`config.mk`:
```
export PLATFORM = sky130hd
export DESIGN_NAME = spi_byte_master
export DESIGN_NICKNAME = d
export VERILOG_FILES = /design/src/rtl/spi_pkg.sv /design/src/rtl/spi_clk_gen.sv /design/src/rtl/spi_shift.sv /design/src/rtl/spi_byte_master.sv
export SDC_FILE = /design/constraint.sdc
export NUM_CORES = 1
export LEC_CHECK = 0
export BUFFER_PORTS_ARGS = -buffer_cell sky130_fd_sc_hd__buf_2
export CAP_MARGIN = 20
export CELL_PAD_IN_SITES_DETAIL_PLACEMENT = 1
export CELL_PAD_IN_SITES_GLOBAL_PLACEMENT = 1
export CORE_MARGIN = 4
export CORE_UTILIZATION = 29
export DETAILED_ROUTE_END_ITERATION = 7
export PLACE_DENSITY = 0.52
export SETUP_SLACK_MARGIN = 0.3
export SLEW_MARGIN = 40
export SYNTH_ARGS = -nofsm -noshare
export SYNTH_HDL_FRONTEND = slang
export SYNTH_HIERARCHICAL = 1
export SYNTH_SLANG_ARGS = --single-unit
```
`constraint.sdc`:
```
create_clock -name clk -period 3.9 [get_ports clk]
set_input_delay 0.585 -clock clk [delete_from_list [all_inputs] [get_ports clk]]
set_output_delay 0.585 -clock clk [all_outputs]
set_load 0.05 [all_outputs]
```
`src/rtl/spi_pkg.sv`:
```
`timescale 1ns/1ps
package spi_pkg;
  typedef enum logic [1:0] {
    ST_IDLE = 2'd0,
    ST_RUN  = 2'd1,
    ST_FIN  = 2'd2
  } xfer_state_t;
endpackage

```
`src/rtl/spi_clk_gen.sv`:
```
`timescale 1ns/1ps
module spi_clk_gen #(
  parameter int unsigned DIV_W = 8
) (
  input  logic             clk,
  input  logic             rst_n,
  input  logic             run,
  input  logic [DIV_W-1:0] div,
  output logic             tick
);
  logic [DIV_W-1:0] hc_q, hc_d;

  always_comb begin
    hc_d = hc_q;
    if (!run)            hc_d = '0;
    else if (hc_q == div) hc_d = '0;
    else                 hc_d = hc_q + DIV_W'(1);
  end

  always_ff @(posedge clk or negedge rst_n) begin
    if (!rst_n) hc_q <= '0;
    else        hc_q <= hc_d;
  end

  assign tick = run && (hc_q == div);


  hc_range_chk: assert property (@(posedge clk) disable iff (!rst_n)
    run |-> (hc_q <= div));
endmodule

```
`src/rtl/spi_shift.sv`:
```
`timescale 1ns/1ps
module spi_shift #(
  parameter int unsigned W = 8
) (
  input  logic         clk,
  input  logic         rst_n,
  input  logic         load,
  input  logic [W-1:0] load_data,
  input  logic         lsb_first,
  input  logic         shift_out,
  input  logic         sample,
  input  logic         miso,
  output logic         mosi,
  output logic [W-1:0] rx_word
);
  logic [W-1:0] tx_q, tx_d, rx_q, rx_d;

  always_comb begin
    tx_d = tx_q;
    if (load)
      tx_d = load_data;
    else if (shift_out)
      tx_d = lsb_first ? {1'b0, tx_q[W-1:1]} : {tx_q[W-2:0], 1'b0};
  end

  always_comb begin
    rx_d = rx_q;
    if (sample)
      rx_d = lsb_first ? {miso, rx_q[W-1:1]} : {rx_q[W-2:0], miso};
  end

  always_ff @(posedge clk or negedge rst_n) begin
    if (!rst_n) begin
      tx_q <= '0;
      rx_q <= '0;
    end else begin
      tx_q <= tx_d;
      rx_q <= rx_d;
    end
  end

  assign mosi    = lsb_first ? tx_q[0] : tx_q[W-1];
  assign rx_word = rx_q;


  opposite_edge_chk: assert property (@(posedge clk) disable iff (!rst_n)
    sample |-> !(shift_out || load));
endmodule

```
`src/rtl/spi_byte_master.sv`:
```
`timescale 1ns/1ps
module spi_byte_master #(
  parameter int unsigned DATA_W = 8,
  parameter int unsigned DIV_W  = 8
) (
  input  logic              clk,
  input  logic              rst_n,
  input  logic              cpol,
  input  logic              cpha,
  input  logic              lsb_first,
  input  logic [DIV_W-1:0]  div,
  input  logic              wr_en,
  input  logic [DATA_W-1:0] wr_data,
  output logic [DATA_W-1:0] rd_data,
  output logic              sclk,
  output logic              mosi,
  input  logic              miso,
  output logic              ss_n,
  output logic              busy,
  output logic              done
);
  import spi_pkg::*;

  localparam int unsigned EDGES  = 2 * DATA_W;
  localparam int unsigned EDGE_W = $clog2(EDGES);
  localparam logic [EDGE_W-1:0] LAST_EDGE = EDGE_W'(EDGES - 1);

  // reset: asserted asynchronously, released on a clock edge
  logic rst_meta_q, rst_int_n;
  always_ff @(posedge clk or negedge rst_n) begin
    if (!rst_n) begin
      rst_meta_q <= 1'b0;
      rst_int_n  <= 1'b0;
    end else begin
      rst_meta_q <= 1'b1;
      rst_int_n  <= rst_meta_q;
    end
  end

  xfer_state_t       state_q, state_d;
  logic [EDGE_W-1:0] edge_q, edge_d;
  logic              tog_q, tog_d;
  logic              done_q, done_d;
  logic [DATA_W-1:0] rxbuf_q, rxbuf_d;
  logic              run, tick, start, is_sample, is_setup;
  logic [DATA_W-1:0] rx_word;

  assign run   = (state_q == ST_RUN);
  assign start = wr_en && (state_q == ST_IDLE);

  spi_clk_gen #(.DIV_W(DIV_W)) u_clk_gen (
    .clk   (clk),
    .rst_n (rst_int_n),
    .run   (run),
    .div   (div),
    .tick  (tick)
  );

  // even edge index = leading edge, odd = trailing
  assign is_sample = tick && (edge_q[0] == cpha);
  assign is_setup  = tick && (edge_q[0] != cpha) &&
                     (cpha ? (edge_q != '0) : (edge_q != LAST_EDGE));

  spi_shift #(.W(DATA_W)) u_shift (
    .clk       (clk),
    .rst_n     (rst_int_n),
    .load      (start),
    .load_data (wr_data),
    .lsb_first (lsb_first),
    .shift_out (is_setup),
    .sample    (is_sample),
    .miso      (miso),
    .mosi      (mosi),
    .rx_word   (rx_word)
  );

  always_comb begin
    state_d = state_q;
    edge_d  = edge_q;
    tog_d   = tog_q;
    done_d  = 1'b0;
    rxbuf_d = rxbuf_q;
    unique case (state_q)
      ST_IDLE: begin
        if (start) begin
          state_d = ST_RUN;
          edge_d  = '0;
          tog_d   = 1'b0;
        end
      end
      ST_RUN: begin
        if (tick) begin
          tog_d  = ~tog_q;
          edge_d = edge_q + EDGE_W'(1);
          if (edge_q == LAST_EDGE) state_d = ST_FIN;
        end
      end
      ST_FIN: begin
        state_d = ST_IDLE;
        done_d  = 1'b1;
        rxbuf_d = rx_word;
      end
      default: state_d = ST_IDLE;
    endcase
  end

  always_ff @(posedge clk or negedge rst_int_n) begin
    if (!rst_int_n) begin
      state_q <= ST_IDLE;
      edge_q  <= '0;
      tog_q   <= 1'b0;
      done_q  <= 1'b0;
      rxbuf_q <= '0;
    end else begin
      state_q <= state_d;
      edge_q  <= edge_d;
      tog_q   <= tog_d;
      done_q  <= done_d;
      rxbuf_q <= rxbuf_d;
    end
  end

  assign sclk    = cpol ^ tog_q;
  assign ss_n    = (state_q == ST_IDLE);
  assign busy    = (state_q != ST_IDLE);
  assign done    = done_q;
  assign rd_data = rxbuf_q;


  idle_sclk_chk: assert property (@(posedge clk) disable iff (!rst_int_n)
    !busy |-> (sclk == cpol));


  done_pulse_chk: assert property (@(posedge clk) disable iff (!rst_int_n)
    done |=> !done);


  done_idle_chk: assert property (@(posedge clk) disable iff (!rst_int_n)
    done |-> (!busy && ss_n));


  busy_write_chk: assert property (@(posedge clk) disable iff (!rst_int_n)
    (busy && !tick) |=> $stable(mosi));


  rxbuf_hold_chk: assert property (@(posedge clk) disable iff (!rst_int_n)
    run |=> $stable(rd_data));


  sclk_quiet_chk: assert property (@(posedge clk) disable iff (!rst_int_n)
    (run && !tick) |=> $stable(sclk));
endmodule

```
==> flow_summary.json, run 1 <==
{
  "grt_antenna_before_repair": 0,
  "syn_area_per_cell_um2": 11.3,
  "worstMarginPinSlew_ns": 0.542,
  "slew_headroom_pct": 63.9,
  "yosysSeqAreaShare_pct": 47.5,
  "synth_edf_count": 0,
  "port_buffers": 35,
  "yosysMostFrequentCell": "dfrtp_1",
  "hpwl_um": 3430,
  "max_freq_mhz": 435,
  "synth-seq-cells": 42,
  "stdcell_count": 330,
  "synth_cells": 196,
  "cts_root_buffer": "clkbuf_8",
  "drv_slew": 0,
  "critPathMostFrequentCell": "and3_1",
  "peakVddDrop_mv": 0.186,
  "antenna_left": 0,
  "fin_nets": 257,
  "core_area_um2": 7330,
  "placedCellCount": 323,
  "synth_flop_cell": "dfrtp_1",
  "insertedDiodeCount": 0,
  "maxCapViolCount": 0,
  "yosys_warnings": 6,
  "crit_arrival_ns": 2.52,
  "dpl-instance-area_um2": 2430,
  "cts_num_sinks": 42,
  "worstSetupStartpointType": "flop",
  "p_leak_nw": 1.21,
  "skew_ns": 0.00727,
  "start_util_pct": 30.2,
  "fp.dieW_um": 95.3,
  "via_per_inst": 4.67,
  "grt_pass1_vias": 1634,
  "yosysUniqueCellTypes": 42,
  "die_y_um": 95.3,
  "fin_util_pct": 34.8,
  "wl_per_cell_um": 14.6,
  "drive_gt1_share_pct": 27.3,
  "num_vias": 1540,
  "wirelength_um": 4820,
  "cpMaxStageDelayCell": "and3_1",
  "cts_tree": "yes",
  "die-area_um2": 9090,
  "cts_buffers": 5,
  "path_cells": "xor2_2, nor4_2, buf_4, and3_1, and3_1, nor2_1, a21oi_1",
  "async_flop_share_pct": 100,
  "status": "completed",
  "path_buf_inv": 1,
  "ios": 36,
  "cts_setup_buffers": 0,
  "critPathMaxStageDelay_ns": 0.57,
  "worstHoldPathType": "input pin to async pin",
  "htree_levels": 2,
  "cp_max_fo": 16,
  "path_clk_slew_ns": 0.08,
  "critical_path.top_delay_family": "simple AND/OR/NAND/NOR gates",
  "powerDensity_nw_per_um2": 495,
  "cp.required_ns": 4.12,
  "syn2layout_area_growth_pct": 15.2,
  "synth_area_leader_cell": "dfrtp_1",
  "fin_area_um2": 2550,
  "drc": 0,
  "setup_viol": 0,
  "cp-end-kind": "flop",
  "synth_top_cell_area_share_pct": 47.5,
  "hold_buffers": 0,
  "firstDrtPassIters": 4,
  "grt_util_all_layers_pct": 11.6,
  "synth_fp_nets": 222,
  "cts_buffer_depth": 2,
  "synth_area_um2": 2210,
  "grt-ovfl-total": 0,
  "grt_first_pass_wirelength_um": 8160,
  "min_period_ns": 2.30,
  "ys_top_cells_by_count": "42 x dfrtp_1, 16 x mux2i_1, 12 x nor2_1",
  "dr.first_iter.drc_count": 77,
  "gp_congestion": 0.689,
  "whs_ns": 0.0621,
  "ys_top_cells_by_area": "dfrtp_1 48%, mux2i_1 7.2%, mux2_2 4.6%",
  "fin_tns_setup_ns": 0,
  "finalHoldViolCount": 0,
  "clkLatencyLatePin_ns": 0.29,
  "grt_max_degree": 41,
  "fillerInstances": 837,
  "path_class": "flop to flop",
  "cts_resized": 0,
  "period_share_pct": 59.0,
  "rows": 31,
  "rsz0062_at_grt": "no"
}
## power by group
part           switching (mW)  total [mW]  internal (mW)
logic                   0.153       0.294          0.141
registers               0.101       0.612          0.512
clock network           0.149       0.354          0.205
## logic make-up after synthesis
logic type,synth area share [%]
AOI/OAI and AO/OA,11.0
xor gates and xnor gates,5.43
adders and majority gates,1.70
buffers and inverters,5.66
DFF,47.5
muxes,12.5
other,0.170
and+or+nand+nor,16.0
## cell type report
| cell class | count | area (um^2) | share of cell area [%] |
|---|---|---|---|
| flip-flops and latches | 42 | 1050 | 41.3 |
| multi-input cells | 137 | 1040 | 40.7 |
| repair buffers | 38 | 198 | 7.76 |
| well taps | 99 | 124 | 4.86 |
| clock buffers | 6 | 82.6 | 3.24 |
| clock inverters | 1 | 30.0 | 1.18 |
| inverters | 7 | 26.3 | 1.03 |
## registers in the layout (all words and copies together) (netlist names)
register and cells:
state_q 2, tog_q 1, u_shift/tx_q 8, done 1, rst_int_n 1, rst_meta_q 1, edge_q 4, rd_data 8
u_clk_gen/hc_q 8, u_shift/rx_word 8
## through the flow
step | power (mW) | setup slack [ns]
floorplan | 0.841 | 1.55
global placement | 0.923 | 1.34
detailed placement | 0.921 | 1.32
CTS | 1.29 | 1.57
global route | 1.36 | 1.35
finish | 1.26 | 1.60
## metal layers
| layer | part of all wire (%) | vias up | GRT usage (%) |
|---|---|---|---|
| met2 | 46 | 19 | 17.9 |
| met3 | 2.8 | 2 | 3.00 |
| met4 | 0.46 | 0 | 2.88 |
| met5 | 0 | - | 0 |
| met1 | 51 | 753 | 16.2 |
| li1 | - | 766 | - |
## placed cells by master (no fill, tap or decap), drive strengths merged, types with 3 or more instances in the layout
master and count:
mux2 10, ha 3, a21oi 9, inv 7, or3b 7, nand3 6
nand2b 6, clkbuf 6, buf 38, xor2 11, o21ai 3, a211oi 5
nor2b 3, a22o 4, a221oi 3, a31oi 3, o211ai 6, and3 3
dfrtp 42, or3 3, nand2 11, nor2 12, mux2i 16
## path summary, 6_finish.rpt
kind	from	endpoint	slack (ns)	depth (start not counted)
worst max-delay path	u_clk_gen/hc_q[3]	u_shift/rx_word[7]	1.60	7
worst min-delay path	rst_n	rst_meta_q	0.06	1
worst max register to register	u_clk_gen/hc_q[3]	u_shift/rx_word[7]	1.60	7
worst min register to register	rst_int_n	u_clk_gen/hc_q[0]	0.31	1
max in group asynchronous	rst_int_n	edge_q[0]	3.22	1
min in group clk	rst_meta_q	rst_int_n	0.35	0
Power figures use the tool's default switching activity.
==> run 2, diff against run 1 <==
--- a/config.mk
+++ b/config.mk
@@ -5,6 +5,7 @@
 export SDC_FILE = /design/constraint.sdc
 export NUM_CORES = 1
 export LEC_CHECK = 0
+export ABC_AREA = 1
 export BUFFER_PORTS_ARGS = -buffer_cell sky130_fd_sc_hd__buf_2
 export CAP_MARGIN = 20
 export CELL_PAD_IN_SITES_DETAIL_PLACEMENT = 1
@@ -12,7 +13,7 @@
 export CORE_MARGIN = 4
 export CORE_UTILIZATION = 29
 export DETAILED_ROUTE_END_ITERATION = 7
-export PLACE_DENSITY = 0.52
+export PLACE_DENSITY = 0.56
 export SETUP_SLACK_MARGIN = 0.3
 export SLEW_MARGIN = 40
 export SYNTH_ARGS = -nofsm -noshare
==> constraint.sdc (replaced) <==
create_clock -name clk -period 2.2 [get_ports clk]
set_input_delay 0.33 -clock clk [delete_from_list [all_inputs] [get_ports clk]]
set_output_delay 0.33 -clock clk [all_outputs]
set_load 0.05 [all_outputs]
==> flow_summary.json, run 2 <==
{
  "synth_flop_cell": "dfrtp_1",
  "ios": 36,
  "skew_ns": 0.00460,
  "gp_congestion": 0.773,
  "synth_fp_nets": 322,
  "cts_buffer_depth": 2,
  "wirelength_um": 5100,
  "setup_viol": 0,
  "peakVddDrop_mv": 0.333,
  "critPathMostFrequentCell": "nor2_4",
  "top_layer": "met4",
  "worstSetupStartpointType": "flop",
  "cp-end-kind": "flop",
  "cts_num_sinks": 42,
  "grt_max_degree": 40,
  "drive_gt1_share_pct": 25.1,
  "rsz0062_at_grt": "yes",
  "worstMarginPinSlew_ns": 0.525,
  "drc": 0,
  "rows": 31,
  "firstDrtPassIters": 4,
  "synth_top_cell_area_share_pct": 47.1,
  "ys_top_cells_by_area": "dfrtp_1 47%, nand2_1 21%, inv_1 6.7%",
  "yosys_warnings": 6,
  "yosysUniqueCellTypes": 26,
  "cpMaxStageDelayCell": "dfrtp_2",
  "cp_max_fo": 8,
  "path_cells": "xnor2_1, nand2_1, nor2_1, nand2_2, nor2_4, nand2_2, nor2_4, buf_6, nor2_4, a21oi_1, nand2_1",
  "htree_levels": 2,
  "synth_area_um2": 2230,
  "synth_area_leader_cell": "dfrtp_1",
  "syn_area_per_cell_um2": 7.54,
  "min_period_ns": 1.75,
  "die-area_um2": 9160,
  "drv_slew": 0,
  "max_freq_mhz": 571,
  "powerDensity_nw_per_um2": 754,
  "synth-seq-cells": 42,
  "fin_tns_setup_ns": 0,
  "cts_buffers": 5,
  "ys_top_cells_by_count": "124 x nand2_1, 42 x dfrtp_1, 40 x inv_1",
  "cts_tree": "yes",
  "fp.dieW_um": 95.7,
  "hpwl_um": 3610,
  "dpl_worst_slack_ns": 0.118,
  "finalHoldViolCount": 0,
  "clkLatencyLatePin_ns": 0.29,
  "final_common_cell": "nand2_1",
  "critPathMaxStageDelay_ns": 0.44,
  "slew_headroom_pct": 65.0,
  "dpl-instance-area_um2": 2510,
  "fin_ws_ns": 0.448,
  "syn2layout_area_growth_pct": 21.7,
  "maxCapViolCount": 0,
  "grt_util_all_layers_pct": 12.1,
  "status": "completed",
  "grt_pass1_vias": 1902,
  "synth_edf_count": 0,
  "yosysMostFrequentCell": "nand2_1",
  "met3_length_um": 166,
  "p_leak_nw": 1.50,
  "yosysSeqAreaShare_pct": 47.1,
  "core_area_um2": 7370,
  "cp.required_ns": 2.38,
  "via_per_inst": 4.30,
  "whs_ns": 0.0191,
  "fillerInstances": 944,
  "crit_arrival_ns": 1.93,
  "dr.first_iter.drc_count": 34,
  "grt_antenna_before_repair": 0,
  "final_cell_mix": "121 x nand2_1, 40 x dfrtp_1, 35 x inv_1, 35 x buf_2, 18 x nand3_1",
  "period_share_pct": 79.6,
  "path_buf_inv": 1,
  "antenna_left": 0,
  "fin_area_um2": 2720,
  "p_total_mw": 2.05,
  "start_util_pct": 30.3,
  "async_flop_share_pct": 100,
  "path_clk_slew_ns": 0.08,
  "grt_first_pass_wirelength_um": 8780,
  "fin_nets": 372,
  "port_buffers": 35,
  "die_y_um": 95.7,
  "path_class": "flop to flop",
  "num_vias": 1914,
  "wl_met1_um": 2420,
  "grt-ovfl-total": 0,
  "critical_path.top_delay_family": "simple AND/OR/NAND/NOR gates",
  "cts_root_buffer": "clkbuf_8",
  "worstHoldPathType": "flop to async pin",
  "insertedDiodeCount": 0,
  "synth_cells": 296,
  "wl_per_cell_um": 11.5,
  "dr_wl_met2_um": 2440
}
==> run 2: changes by cell type in the layout (fill, tap and decap cells not counted), sizes merged, moves of 7 or more <==
cell,change
buf,+9
inv,+35
mux2,-10
mux2i,-16
nand2,+121
nand3,+13
nor2,+10
or3b,-7
==> run 2: per-layer routing <==
layer,vias up,GRT usage [%]
met2,25,20.0
met5,-,0
li1,987,-
met4,0,4.27
met1,896,15.7
met3,6,2.11
==> run 2: through the flow <==
step,util (%),cells
floorplan,-,296
global placement,34.1,428
detailed placement,34.1,428
CTS,35.4,436
global route,36.9,445
finish,36.9,445
==> run 2: cells by family after synthesis <==
family                     synth area share [%]
buffers and inverters                      9.30
xor gates and xnor gates                   3.92
and+or+nand+nor                            34.7
AOI/OAI and AO/OA                          3.14
DFF                                        47.1
other                                     0.168
adders and majority gates                  1.68
==> run 2: report_power, final <==
part	total (mW)	internal [mW]	switching, mW	leakage, nW
Combinational	0.554	0.242	0.312	0.910
Clock	0.473	0.219	0.254	0.0383
Sequential	1.02	0.899	0.122	0.554
==> run 2: worst reg2reg max path, cell delays in order (launching register included) <==
cell and delay (ns):
dfrtp_2 0.44, xnor2_1 0.14, nand2_1 0.08, nor2_1 0.12, nand2_2 0.11, nor2_4 0.18, nand2_2 0.09, nor2_4 0.12
buf_6 0.11, nor2_4 0.06, a21oi_1 0.14, nand2_1 0.06
==> run 2: timing repair <==
item / 4_1_cts / 5_1_grt
setup endpoints to repair: 16 / 16
buffers inserted: 0 / 9
resized for setup: 4 / 18
hold endpoints to repair: 2 / 0
hold buffers: 1 / 0
pin swaps: 0 / 14
==> run 2: worst paths after layout <==
check	start	end	slack, ns	cells past startpoint
hold reg to reg	rst_int_n	tog_q	0.02	0
setup / recovery	u_clk_gen/hc_q[3]	u_shift/tx_q[5]	0.45	11
max in group asynchronous	rst_int_n	u_clk_gen/hc_q[3]	1.45	1
min in group clk	wr_data[7]	u_shift/tx_q[7]	0.28	3
hold / removal	rst_int_n	tog_q	0.02	0
setup reg to reg	u_clk_gen/hc_q[3]	u_shift/tx_q[5]	0.45	11
==> run 2: layout make-up <==
cell class	instances	area [um^2]	area share [%]
flip-flops and latches	42	1050	38.8
multi-input cells	207	1020	37.5
repair buffers	48	279	10.3
inverters	42	165	6.08
well taps	99	124	4.56
clock buffers	7	76.3	2.81
